### config.mk
export PLATFORM = sky130hd
export DESIGN_NAME = scc_bus_glue
export DESIGN_NICKNAME = d
export VERILOG_FILES = /design/src/rtl/scc_glue_pkg.sv /design/src/rtl/scc_port_dec.sv /design/src/rtl/scc_intack_latch.sv /design/src/rtl/scc_irq_route.sv /design/src/rtl/scc_bus_glue.sv
export SDC_FILE = /design/constraint.sdc
export NUM_CORES = 1
export LEC_CHECK = 0
export ABC_AREA = 1
export BUFFER_PORTS_ARGS = -buffer_cell sky130_fd_sc_hd__buf_4
export CAP_MARGIN = 20
export CORE_UTILIZATION = 28
export CTS_BUF_LIST = sky130_fd_sc_hd__clkbuf_2 sky130_fd_sc_hd__clkbuf_4 sky130_fd_sc_hd__clkbuf_8
export CTS_CLUSTER_SIZE = 24
export DETAILED_ROUTE_END_ITERATION = 16
export MAX_ROUTING_LAYER = met4
export PLACE_DENSITY_LB_ADDON = 0.1
export SYNTH_ARGS = -nofsm -noshare
export SYNTH_HDL_FRONTEND = slang
export SYNTH_HIERARCHICAL = 1
export SYNTH_SLANG_ARGS = --single-unit
### constraint.sdc
create_clock -name clk -period 1.55 [get_ports clk]
set_clock_uncertainty 0.1 [all_clocks]
set_input_delay 0.155 -clock clk [delete_from_list [all_inputs] [get_ports clk]]
set_output_delay 0.155 -clock clk [all_outputs]
set_load 0.05 [all_outputs]
### src/rtl/scc_glue_pkg.sv
package scc_glue_pkg;
  localparam int ADDR_W     = 10;
  localparam int WIN_LOG2   = 3;
  localparam int STRAP_STEP = 1 << WIN_LOG2;
  localparam int N_CTRL     = 2;

  typedef logic [ADDR_W-1:0] io_addr_t;

  // Base of this card's window, moved up one window by the strap.
  function automatic io_addr_t card_base(input io_addr_t first, input logic strap);
    card_base = strap ? io_addr_t'(first + io_addr_t'(STRAP_STEP)) : first;
  endfunction

  // Address lies in the aligned window that starts at base.
  function automatic logic in_window(input io_addr_t a, input io_addr_t base);
    in_window = (a[ADDR_W-1:WIN_LOG2] == base[ADDR_W-1:WIN_LOG2]);
  endfunction
endpackage

### src/rtl/scc_port_dec.sv
module scc_port_dec
  import scc_glue_pkg::*;
#(
  parameter io_addr_t FIRST_BASE = 10'h150,
  parameter io_addr_t ACK_ADDR   = 10'h168
) (
  input  io_addr_t addr,
  input  logic     aen,
  input  logic     strap,
  output logic     card_hit,
  output logic     ack_hit,
  output logic     chip_sel,
  output logic     chan_b,
  output logic     reg_data
);
  io_addr_t base;

  assign base     = card_base(FIRST_BASE, strap);
  assign card_hit = !aen && in_window(addr, base);
  assign ack_hit  = !aen && (addr == ACK_ADDR);
  assign chip_sel = addr[WIN_LOG2-1];
  assign chan_b   = addr[1];
  assign reg_data = addr[0];
endmodule

### src/rtl/scc_intack_latch.sv
module scc_intack_latch (
  input  logic clk,
  input  logic rst_n,
  input  logic set_req,
  input  logic vec_rd,
  input  logic ior_n,
  output logic ack_q,
  output logic clr_evt
);
  logic vec_rd_q;

  // The end of a vector read is seen as the strobe being high after a read cycle.
  assign clr_evt = vec_rd_q && ior_n;

  always_ff @(posedge clk or negedge rst_n) begin
    if (!rst_n) begin
      ack_q    <= 1'b0;
      vec_rd_q <= 1'b0;
    end else begin
      vec_rd_q <= vec_rd;
      if (set_req)      ack_q <= 1'b1;
      else if (clr_evt) ack_q <= 1'b0;
    end
  end

  a_r4_set_arms: assert property (@(posedge clk) disable iff (!rst_n)
    set_req |=> ack_q);
  a_r5_read_end_clears: assert property (@(posedge clk) disable iff (!rst_n)
    (clr_evt && !set_req) |=> !ack_q);
endmodule

### src/rtl/scc_irq_route.sv
module scc_irq_route (
  input  logic [1:0] irq_n,
  input  logic       one_ctrl,
  input  logic       chain_open,
  input  logic       chain_irq_n,
  output logic       is_master,
  output logic       host_irq,
  output logic       chain_pull
);
  logic own_irq;

  assign own_irq    = !irq_n[0] || (!one_ctrl && !irq_n[1]);
  assign is_master  = chain_open;
  assign host_irq   = is_master && (own_irq || !chain_irq_n);
  assign chain_pull = !is_master && own_irq;
endmodule

### src/rtl/scc_bus_glue.sv
module scc_bus_glue
  import scc_glue_pkg::*;
#(
  parameter int       DATA_W     = 8,
  parameter io_addr_t FIRST_BASE = 10'h150,
  parameter io_addr_t ACK_ADDR   = 10'h168
) (
  input  logic              clk,
  input  logic              rst_n,
  input  logic [ADDR_W-1:0] io_addr,
  input  logic              aen,
  input  logic              ior_n,
  input  logic              iow_n,
  input  logic              base_strap,
  input  logic              one_ctrl,
  input  logic              chain_open,
  input  logic              chain_iei,
  input  logic              ieo_a,
  input  logic              ieo_b,
  input  logic [DATA_W-1:0] ctrl_rdata,
  input  logic [N_CTRL-1:0] ctrl_irq_n,
  input  logic              chain_irq_n,
  output logic [N_CTRL-1:0] ctrl_cs_n,
  output logic              ctrl_chan_b,
  output logic              ctrl_reg_data,
  output logic              iei_b,
  output logic              intack_n,
  output logic [DATA_W-1:0] dbus_out,
  output logic              dbus_oe,
  output logic              host_irq,
  output logic              chain_irq_pull,
  output logic              is_master
);
  logic card_hit, ack_hit, chip_sel;
  logic ack_q, clr_evt;
  logic strobe, vec_phase, ieo_eff, card_owns_vec;
  logic [N_CTRL-1:0] vec_pick;
  logic [N_CTRL-1:0] cs;

  scc_port_dec #(.FIRST_BASE(FIRST_BASE), .ACK_ADDR(ACK_ADDR)) u_dec (
    .addr(io_addr), .aen(aen), .strap(base_strap),
    .card_hit(card_hit), .ack_hit(ack_hit), .chip_sel(chip_sel),
    .chan_b(ctrl_chan_b), .reg_data(ctrl_reg_data)
  );

  scc_intack_latch u_ack (
    .clk(clk), .rst_n(rst_n),
    .set_req(ack_hit && !iow_n),
    .vec_rd(ack_hit && !ior_n),
    .ior_n(ior_n),
    .ack_q(ack_q), .clr_evt(clr_evt)
  );

  scc_irq_route u_irq (
    .irq_n(ctrl_irq_n), .one_ctrl(one_ctrl), .chain_open(chain_open),
    .chain_irq_n(chain_irq_n), .is_master(is_master),
    .host_irq(host_irq), .chain_pull(chain_irq_pull)
  );

  assign strobe        = !ior_n || !iow_n;
  assign vec_phase     = ack_hit && !ior_n && ack_q;
  assign ieo_eff       = one_ctrl ? ieo_a : ieo_b;
  assign card_owns_vec = chain_iei && !ieo_eff;
  assign iei_b         = ieo_a;
  assign intack_n      = !ack_q;

  // The controller where the enable chain breaks supplies the vector.
  assign vec_pick[0] = chain_iei && !ieo_a;
  assign vec_pick[1] = !one_ctrl && ieo_a && !ieo_b;

  for (genvar i = 0; i < N_CTRL; i++) begin : g_cs
    assign cs[i] = (card_hit && strobe && (chip_sel == i[0])) || (vec_phase && vec_pick[i]);
  end
  assign ctrl_cs_n = ~cs;

  assign dbus_oe  = (card_hit && !ior_n) || (vec_phase && card_owns_vec);
  assign dbus_out = ctrl_rdata;

  a_r2_one_select: assert property (@(posedge clk) disable iff (!rst_n)
    $onehot0(~ctrl_cs_n));
  a_r3_aen_blocks: assert property (@(posedge clk) disable iff (!rst_n)
    aen |-> (ctrl_cs_n == '1) && !dbus_oe);
  a_r6_vec_owner: assert property (@(posedge clk) disable iff (!rst_n)
    (dbus_oe && ack_hit) |-> (chain_iei && !ieo_eff && !intack_n));
  a_r9_slave_quiet: assert property (@(posedge clk) disable iff (!rst_n)
    !is_master |-> !host_irq);
  a_r8_single_ctrl: assert property (@(posedge clk) disable iff (!rst_n)
    one_ctrl |-> ctrl_cs_n[1] || !ior_n && card_hit || !iow_n && card_hit);
endmodule

-- Word-level counts from Yosys, hierarchy flattened
Cells that the tools add are included.
- register bits after elaboration: 2
- bits of input ports: 32
- word-level logic and storage cells: 49
- equal/unequal tests: 2
- mux-type cells: 4
- bitwise operators: 2
- reduce and logical (&&, ||, !) cells: 39
- operators with widths (operator ; count):
    logical AND 1 bit ; 20
    zero test 1 bit ; 12
    == test 10 x 9 -> 1 bit, second input constant ; 1
    == test 7 bit ; 1
    logical OR 1 bit ; 6
    2-to-1 mux 4 bit ; 1
    2-to-1 mux 1 bit ; 3
    inverter 2 bit ; 1
    nonzero test 2 bit ; 1
    inverter 1 bit ; 1

-- Longest topological paths before layout
Gate-level depths: netlist of run 1.
- word-level depth: 7
- mapped depth: 9

-- Modules after synthesis
The synthesis of run 1 kept the hierarchy.
- by module, submodules not included (module ; times used ; cells each ; area an instance (um^2) ; seq. area each (um^2)):
    scc_bus_glue ; 1 ; 36 ; 181.4 ; 0.0
    scc_port_dec ; 1 ; 26 ; 116.4 ; 0.0
    scc_intack_latch ; 1 ; 7 ; 68.8 ; 50.0
    scc_irq_route ; 1 ; 8 ; 43.8 ; 0.0

-- Worst setup path before layout of run 1
OpenSTA, ideal clock, no wires.
- kind: in2out
- from: input port aen
- to: output port dbus_oe
- arrival time: 1.345 ns
- path slack: -0.050 ns
- stages on the path: 7
- cell sequence: inv_1 > nand2_1 > nor2_1 > nand2_1 > nor2_2 > nand4_1 > o21bai_1
- word-level cells in the longest chain between the ends: 6
- elaborated cells between the ends (all ways): 8
- those cells by class: reduce/logical (8)
- ends and longest elaborated chain (element ; RTL line ; text):
    from (decl) ; scc_bus_glue.sv:11 ; input logic aen,
    zero test 1 bit ; scc_port_dec.sv:20 ; assign ack_hit = !aen && (addr == ACK_ADDR);
    logical AND 1 bit ; scc_port_dec.sv:20 ;
    named net ack_hit ; scc_bus_glue.sv:34 ; logic card_hit, ack_hit, chip_sel;
    logical AND 1 bit (2 in series) ; scc_bus_glue.sv:61 ; assign vec_phase = ack_hit && !ior_n && ack_q;
    logical AND 1 bit ; scc_bus_glue.sv:76 ; assign dbus_oe = (card_hit && !ior_n) || (vec_phase && card_owns_vec);
    logical OR 1 bit ; scc_bus_glue.sv:76 ;
    to (decl) ; scc_bus_glue.sv:29 ; output logic dbus_oe,
The timed path passes the listed nets, and every way through them passes these cells.

-- Final worst setup path of run 1
- from: input port io_addr[1]
- to: output port dbus_oe
- word-level cells in the longest chain between the ends: 6
- ends and longest elaborated chain (element ; RTL line ; text):
    from (decl) ; scc_bus_glue.sv:10 ; input logic [ADDR_W-1:0] io_addr,
    == test 10 x 9 -> 1 bit ; scc_port_dec.sv:20 ;
    logical AND 1 bit ; scc_port_dec.sv:20 ;
    named net ack_hit ; scc_bus_glue.sv:34 ;
    logical AND 1 bit (2 in series) ; scc_bus_glue.sv:61 ;
    logical AND 1 bit ; scc_bus_glue.sv:76 ;
    logical OR 1 bit ; scc_bus_glue.sv:76 ;
The timed path passes the listed nets, and every way through them passes these cells.

==> results of run 1 <==
## final cells by class
cell class | instances | share of cell area [%]
Timing Repair Buffer | 34 | 42.1
Multi-Input combinational cell | 42 | 31.3
Inverter | 19 | 11.7
Sequential cell | 2 | 8.18
Clock buffer | 3 | 3.68
Tap cell | 15 | 3.07
## per-stage QoR
step	hold WS [ns]	instance area (sq um)	power (mW)
floorplan	-0.241	410	0.178
global placement	-0.161	579	0.181
detailed placement	-0.160	579	0.182
CTS	0.0202	612	0.304
global route	0.0214	612	0.322
finish	0.0277	612	0.295
## power breakdown
group,switching (mW),internal (mW)
clock,0.0266,0.0851
sequential,0.000460,0.0530
combinational,0.0687,0.0608
total,0.0957,0.199
## worst max-delay path, stage by stage
cell	delay, ns
buf_4	0.11
inv_1	0.04
nand2_1	0.04
nor2_1	0.10
nand2_1	0.06
nor2_2	0.14
nand4_1	0.12
o21bai_2	0.12
buf_4	0.20
## registers in the layout, indices dropped and copies added, names as in the netlist
register	flops
u_ack/ack_q	1
u_ack/vec_rd_q	1
## timing repair
action	CTS	global route
hold buffers	1	0
endpoints found under the setup margin	0	0
resized for setup	0	0
hold endpoints to repair	2	0
## layer usage
metal  routed length [microns]  GRT usage, %  vias to the layer above  share of wire (%)
met2                       442          21.8                       20                 52
met4                         8          9.48                        0               0.94
met1                       314          10.3                      190                 37
met5                         0             -                        -                  0
li1                          -             -                      254                  -
met3                        88          5.56                        4                 10
## path summary, 6_finish.rpt
kind | end | start | depth (start not counted)
worst max-delay path | dbus_oe | io_addr[1] | 9
worst min-delay path | u_ack/vec_rd_q | ior_n | 2
worst max register to register | u_ack/ack_q | u_ack/ack_q | 2
worst min register to register | u_ack/ack_q | u_ack/vec_rd_q | 3
max in group asynchronous | u_ack/vec_rd_q | rst_n | 2
min in group asynchronous | u_ack/ack_q | rst_n | 2
==> impl_metrics.py, run 1 <==
metrics = {
    "yosys": {
        "synth_nets": 108,
        "syn_area_sq_um": 407,
        "yosysWarningCount": 6,
        "synth_cells": 76,
        "avgSynthCellArea_sq_um": 5.35,
    },
    "sta": {
        "fin_setup_tns_ns": 0,
        "fin_crit_ns": 1.35,
        "rsz0062_at_grt": "false",
        "finalMaxSlewViolations": 0,
        "worst_pin_slew_ns": 0.151,
        "fin_ws_ns": 0.202,
        "slew_headroom_pct": 89.9,
        "timing.fmax_mhz": 742,
        "finalHoldViolations": 0,
        "finalSetupViolations": 0,
        "timing.final.crit_share_pct": 87.0,
    },
    "finish": {
        "layout_common_cells": "buf_4, nand2_1, inv_1",
        "fin_nets": 134,
        "fill_cells": 154,
        "layout.cells.non_filler": 115,
        "register_area_sq_um": 50.0,
        "post_route_cells_drive_above_1_share_pct": 42.0,
        "finalCoreUtilization_pct": 45.9,
        "multi_input_area_sq_um": 191,
        "antenna_cells": 0,
        "final_common_cell": "buf_4",
        "area_growth_pct": 50.5,
    },
    "grt": {
        "track_usage_pct": 12.5,
        "grt_remaining_overflow": 0,
        "grt_pass1_wl_mm": 1.27,
        "antenna_found_initial": 0,
        "grt_max_degree": 6,
        "grt_pass1_vias": 372,
    },
    "routing": {
        "first_pass_iters": 2,
        "postRouteAntennaNets": 0,
        "drt-total-wl_microns": 853,
        "num_vias": 468,
        "initialDrtViolationCount": 2,
        "drc": 0,
        "avgViaCountPerCell": 4.07,
        "routedWlPerCell_microns": 7.42,
    },
    "critical_path": {
        "arrival_ns": 1.09,
        "cp_max_fo": 3,
        "worstSetupEndpointType": "primary output",
        "ff2ff_setup_slack_ns": 0.81,
        "required_ns": 1.29,
        "cp-start-kind": "input pin",
        "timing_worst_setup_path_type": "in2out",
    },
    "floorplanning": {
        "initial_utilization_pct": 30.5,
        "die_w_microns": 40.1,
        "core_area_sq_um": 1330,
        "ios": 50,
        "dieArea_sq_um": 1610,
        "row_count": 13,
        "die_h_microns": 40.1,
    },
    "power_and_ir_drop": {
        "leakage_nw": 0.368,
        "p_per_area_nw_per_um2": 482,
        "peakVddDrop_v": 0.000357,
    },
    "clocking": {
        "cts_setup_buffers": 0,
        "cts_max_level": 1,
        "cts_num_sinks": 2,
        "cts-root-buf": "clkbuf_4",
        "cts_buffer_depth": 2,
        "numCtsBuffers": 3,
        "cts_tree": "yes",
        "clk_latency_ns": 0.22,
        "clk_pin_slew_ns": 0.03,
    },
    "status": {
        "status": "completed",
    },
    "hold_path": {
        "hp-class": "in2reg",
    },
    "placed_design": {
        "dp_hpwl_microns": 726,
        "place_ws_ns": 0.174,
        "placed_cells": 111,
        "port_buffers": 33,
        "gp_congestion": 0.672,
    },
    "flow_run": {
        "maxCapViolations": 0,
    },
}
Power figures use the tool's default switching activity.
==> inputs of run 2 (changes only) <==
- CAP_MARGIN: 20 -> not set
- CORE_AREA: not set -> 2 2 39 41
- CORE_UTILIZATION: 28 -> not set
- DIE_AREA: not set -> 0 0 41 43
- RECOVER_POWER: not set -> 25
==> run 2 against run 1 <==
Die area rose by 9.6%; global-route usage fell by 1.7 points; routed wire length fell by 3.5%; total power fell by 0.15%; combinational power barely moved; critical path depth rose by 1; count of clock-buffer cells in the layout did not move; register-to-register slack barely moved; via count fell by 1.9%; maximum frequency fell by 1.6%; critical path type unchanged; largest power group unchanged.
==> impl_metrics.py, run 2 (same netlist as run 1, synthesis figures left out) <==
metrics = {
    "sta": {
        "fin_crit_ns": 1.37,
        "rsz0062_at_grt": "false",
        "finalMaxSlewViolations": 0,
        "finalHoldViolations": 0,
        "fin_setup_tns_ns": 0,
        "fin_ws_ns": 0.180,
        "timing.final.crit_share_pct": 88.4,
        "finalSetupViolations": 0,
        "worst_pin_slew_ns": 0.149,
        "timing.fmax_mhz": 730,
        "slew_headroom_pct": 90.1,
    },
    "floorplanning": {
        "die_h_microns": 43,
        "die_w_microns": 41,
        "ios": 50,
        "dieArea_sq_um": 1760,
        "core_area_sq_um": 1380,
        "initial_utilization_pct": 29.4,
        "row_count": 14,
    },
    "finish": {
        "final_common_cell": "buf_4",
        "largest_registers": "u_ack/ack_q x1, u_ack/vec_rd_q x1",
        "fin_nets": 134,
        "layout_common_cells": "buf_4, nand2_1, inv_1",
        "antenna_cells": 0,
        "fill_cells": 154,
        "post_route_cells_drive_above_1_share_pct": 42.0,
        "area_growth_pct": 50.8,
    },
    "power_and_ir_drop": {
        "peakVddDrop_v": 0.000334,
        "seq_power_share_pct": 18.2,
        "leakage_nw": 0.368,
        "p_int_uw": 199,
        "comb_power_share_pct": 43.7,
        "p_sw_uw": 95.3,
        "p_clk_share_pct": 38.1,
        "swShare_pct": 32.4,
        "p_per_area_nw_per_um2": 480,
    },
    "grt": {
        "grt_pass1_wl_mm": 1.32,
        "grt_remaining_overflow": 0,
        "grt_max_degree": 6,
        "antenna_found_initial": 0,
        "track_usage_pct": 10.8,
        "grt_pass1_vias": 388,
    },
    "critical_path": {
        "arrival_ns": 1.12,
        "timing_worst_setup_path_type": "in2out",
        "cp-start-kind": "input pin",
        "r2r-end": "u_ack/ack_q",
        "required_ns": 1.29,
        "cp_max_fo": 2,
        "worstSetupEndpointType": "primary output",
        "r2r_start": "u_ack/ack_q",
        "ff2ff_setup_slack_ns": 0.81,
        "worstRegToRegCells": 2,
    },
    "clocking": {
        "cts_buffer_depth": 2,
        "holdBufCountCts": 1,
        "cts-root-buf": "clkbuf_4",
        "clk_latency_ns": 0.22,
        "cts_setup_buffers": 0,
        "numCtsBuffers": 3,
        "cts_max_level": 1,
        "clk_pin_slew_ns": 0.03,
        "cts_num_sinks": 2,
        "cts_tree": "yes",
        "cts_resized": 0,
    },
    "placed_design": {
        "gp_congestion": 0.694,
        "dp_hpwl_microns": 708,
        "port_buffers": 33,
        "place_ws_ns": 0.183,
    },
    "routing": {
        "num_vias": 459,
        "first_pass_iters": 4,
        "m1WireLength_microns": 300,
        "wl_met2_microns": 419,
        "drt-total-wl_microns": 823,
        "postRouteAntennaNets": 0,
        "routedWlPerCell_microns": 7.09,
        "avgViaCountPerCell": 3.96,
        "drc": 0,
        "wl_met3_microns": 103,
        "top_layer": "met3",
        "initialDrtViolationCount": 4,
    },
    "status": {
        "status": "completed",
    },
    "hold_path": {
        "min_from": "ior_n",
        "holdPathEnd": "u_ack/vec_rd_q",
        "hold_depth": 2,
        "hp-class": "in2reg",
    },
    "flow_run": {
        "maxCapViolations": 0,
    },
}
## run 2: cell counts in the layout (fill, tap and decap cells not counted)
No cell type changed its count.
## run 2: how the worst max path moves through the flow
stage / to / start / slack [ns] / cells past startpoint
3_5_place_dp: dbus_oe / io_addr[1] / 0.18 / 9
3_3_place_gp: dbus_oe / io_addr[1] / 0.19 / 9
5_1_grt: dbus_oe / aen / 0.01 / 10
4_1_cts: dbus_oe / io_addr[1] / 0.18 / 9
2_1_floorplan: ctrl_cs_n[1] / u_ack/ack_q / 0.14 / 3
6_report: dbus_oe / aen / 0.18 / 10
## run 2: layout make-up
cell class | count | area [sq um] | area share [%]
Clock buffer | 3 | 22.5 | 3.67
Sequential cell | 2 | 50.0 | 8.16
Timing Repair Buffer | 34 | 258 | 42.0
Tap cell | 16 | 20.0 | 3.27
Inverter | 19 | 71.3 | 11.6
Multi-Input combinational cell | 42 | 191 | 31.2
## run 2: per-stage QoR
stage	std cells	area (sq um)	hold WS, ns	utilization [%]	power [mW]
after floorplan	76	410	-0.241	-	0.178
after global placement	112	581	-0.162	42.0	0.181
after detailed placement	112	581	-0.162	42.0	0.182
after CTS	116	613	0.0119	44.3	0.304
after global routing	116	613	0.0226	44.3	0.321
final	116	613	0.0208	44.3	0.294
## run 2: metal layers
metal  track usage, %  vias to the layer above
li1                 -                      253
met1             11.3                      183
met2             18.4                       23
met3             1.05                        0
met4             6.00                        0
met5                -                        -
## run 2: worst max-delay path, stage by stage
cell      delay, ns
buf_4          0.11
inv_1          0.06
nand2_1        0.05
nor2_1         0.11
nand2_1        0.06
nor2_1         0.12
inv_1          0.05
nor2_1         0.09
o21bai_2       0.11
buf_4          0.20
## run 2: power by group through the flow
stage                     clock network, mW  registers (mW)  logic, mW
after global placement                    0          0.0540      0.127
after detailed placement                  0          0.0540      0.128
after global routing                  0.125          0.0535      0.142
after CTS                             0.121          0.0535      0.130
after floorplan                           0          0.0539      0.124
final                                 0.112          0.0535      0.129
==> inputs of run 3 (changes only) <==
- ABC_AREA: 1 -> 0
- SYNTH_HIERARCHICAL: 1 -> not set
==> run 3 against run 2 <==
Clock power about the same; via count down 15%; total power up 2.6%; sequential power about the same; synthesized cell count down 42%; sequential cell count unchanged; routed wire length up 19%; sequential share of layout area down 0.18 points; cell count down 25%; die area unchanged; area after synthesis down 9.5%.
==> impl_metrics.py, run 3 <==
metrics = {
    "finish": {
        "fill_cells": 143,
        "area_growth_pct": 70.4,
        "layout_common_cells": "buf_4, nand2_1, clkbuf_4, buf_6",
        "post_route_cells_drive_above_1_share_pct": 59.2,
        "final_common_cell": "buf_4",
        "antenna_cells": 0,
        "multi_input_area_sq_um": 243,
        "fin_nets": 105,
        "finalCoreUtilization_pct": 45.3,
        "register_area_sq_um": 50.0,
        "largest_registers": "u_ack.ack_q x1, u_ack.vec_rd_q x1",
    },
    "critical_path": {
        "timing_worst_setup_path_type": "reg2out",
        "cp_max_fo": 4,
        "worstSetupEndpointType": "primary output",
        "cp-start-kind": "register",
        "arrival_ns": 1.27,
        "cp_slowest_stage_delay_ns": 0.36,
        "path_cells": "and2_1 > nand4_2 > a211oi_4 > buf_6",
        "critical-path-top-delay-family": "flip-flops",
        "required_ns": 1.29,
        "path_buf_inv": 1,
        "cpMaxStageDelayCell": "dfrtp_1",
    },
    "clocking": {
        "numCtsBuffers": 3,
        "cts_num_sinks": 2,
        "clk_pin_slew_ns": 0.03,
        "clk_latency_ns": 0.22,
        "cts_max_level": 1,
        "cts_tree": "yes",
        "cts-root-buf": "clkbuf_4",
        "cts_buffer_depth": 2,
    },
    "power_and_ir_drop": {
        "fin_total_pwr_uw": 302,
        "leakage_nw": 0.291,
        "p_per_area_nw_per_um2": 482,
        "peakVddDrop_v": 0.000356,
    },
    "yosys": {
        "syn_area_sq_um": 368,
        "synth_flop_cell": "dfrtp_1",
        "yosysUniqueCellTypes": 24,
        "synth-edff-count": 0,
        "synth_area_leaders": "buf_4, dfrtp_1, nor4b_4",
        "netlist_top_cells_count": "buf_4, nand2_1",
        "synth_cells": 44,
        "synth.ff_latch_count": 2,
        "avgSynthCellArea_sq_um": 8.36,
        "yosysWarningCount": 0,
        "synth_nets": 76,
        "ys_seq_area_share_pct": 13.6,
        "synth.most_common_cell": "buf_4",
        "async_flop_share_pct": 100,
        "yosysTopAreaCell": "buf_4",
        "synth_top_cell_area_share_pct": 24.5,
    },
    "sta": {
        "fin_crit_ns": 1.52,
        "finalMaxSlewViolations": 0,
        "timing.fmax_mhz": 658,
        "timing.final.crit_share_pct": 98.1,
        "slew_headroom_pct": 82.9,
        "finalHoldViolations": 0,
        "worst_pin_slew_ns": 0.255,
        "rsz0062_at_grt": "true",
        "finalSetupViolations": 0,
        "fin_setup_tns_ns": 0,
        "fin_hold_ws_ns": 0.0476,
    },
    "routing": {
        "routedWlPerCell_microns": 11.2,
        "drt-total-wl_microns": 978,
        "first_pass_iters": 2,
        "avgViaCountPerCell": 4.48,
        "initialDrtViolationCount": 1,
        "postRouteAntennaNets": 0,
        "drc": 0,
        "num_vias": 390,
    },
    "floorplanning": {
        "die_h_microns": 43,
        "row_count": 14,
        "die_w_microns": 41,
        "initial_utilization_pct": 26.6,
        "ios": 50,
        "core_area_sq_um": 1380,
        "dieArea_sq_um": 1760,
    },
    "placed_design": {
        "gp_congestion": 0.664,
        "port_buffers": 33,
        "dp_hpwl_microns": 865,
    },
    "status": {
        "status": "completed",
    },
    "grt": {
        "grt_pass1_wl_mm": 1.59,
        "grt_remaining_overflow": 0,
        "grt_pass1_vias": 393,
        "track_usage_pct": 13.7,
        "antenna_found_initial": 0,
        "grt_max_degree": 7,
    },
    "flow_run": {
        "maxCapViolations": 0,
    },
    "hold_path": {
        "hp-class": "in2reg",
    },
}
run 3: final cells by class:
class,instances,share of cell area (%)
Clock buffer,3,3.59
Multi-Input combinational cell,28,38.7
Tap cell,16,3.19
Timing Repair Buffer,36,45.3
Inverter,2,1.20
Sequential cell,2,7.98
run 3: cells by family (layout without fill, tap and decap cells):
family                    count (synthesis)  after routing  synth area share [%]
AOI/OAI and AO/OA                         8              8                  19.7
xor gates and xnor gates                  1              1                  2.38
buffers and inverters                    14             41                  26.5
DFF                                       2              2                  13.6
muxes                                     1              1                  2.72
and+or+nand+nor                          18             18                  35.0
run 3: path summary, 6_finish.rpt:
check                                 end  cells past startpoint           start  slack [ns]
hold / removal                u_ack.ack_q                      2           iow_n        0.05
hold reg to reg               u_ack.ack_q                      3  u_ack.vec_rd_q        0.42
max in group asynchronous     u_ack.ack_q                      2           rst_n        1.10
min in group asynchronous  u_ack.vec_rd_q                      2           rst_n        0.16
setup reg to reg              u_ack.ack_q                      3     u_ack.ack_q        0.69
setup / recovery                  dbus_oe                      4     u_ack.ack_q        0.03
run 3: report_power, final:
| group | internal, mW | switching [mW] | total, mW |
|---|---|---|---|
| Combinational | 0.0654 | 0.0700 | 0.135 |
| Sequential | 0.0530 | 0.000340 | 0.0534 |
| Clock | 0.0853 | 0.0279 | 0.113 |
| Total | 0.204 | 0.0983 | 0.302 |
run 3: repair_timing:
action | 4_1_cts | 5_1_grt
setup endpoints to repair | 2 | 3
pin swaps | 2 | 2
gates resized for setup | 3 | 2
setup buffers | 1 | 0
endpoints found under the hold margin | 2 | 0
hold buffers | 1 | 0
run 3: stage by stage:
step | setup slack [ns] | cell area (sq um) | cells
floorplan | 0.0943 | 375 | 44
global placement | 0.0755 | 561 | 82
detailed placement | 0.0635 | 561 | 82
CTS | 0.00776 | 614 | 87
global route | -0.0434 | 627 | 87
finish | 0.0293 | 627 | 87
run 3: per-layer routing:
metal | up-vias | GRT usage [%] | part of all wire (%)
met5 | - | - | 0
met4 | 0 | 6.00 | 0
met3 | 0 | 5.24 | 10
met2 | 18 | 20.9 | 54
met1 | 171 | 15.2 | 36
li1 | 201 | - | -
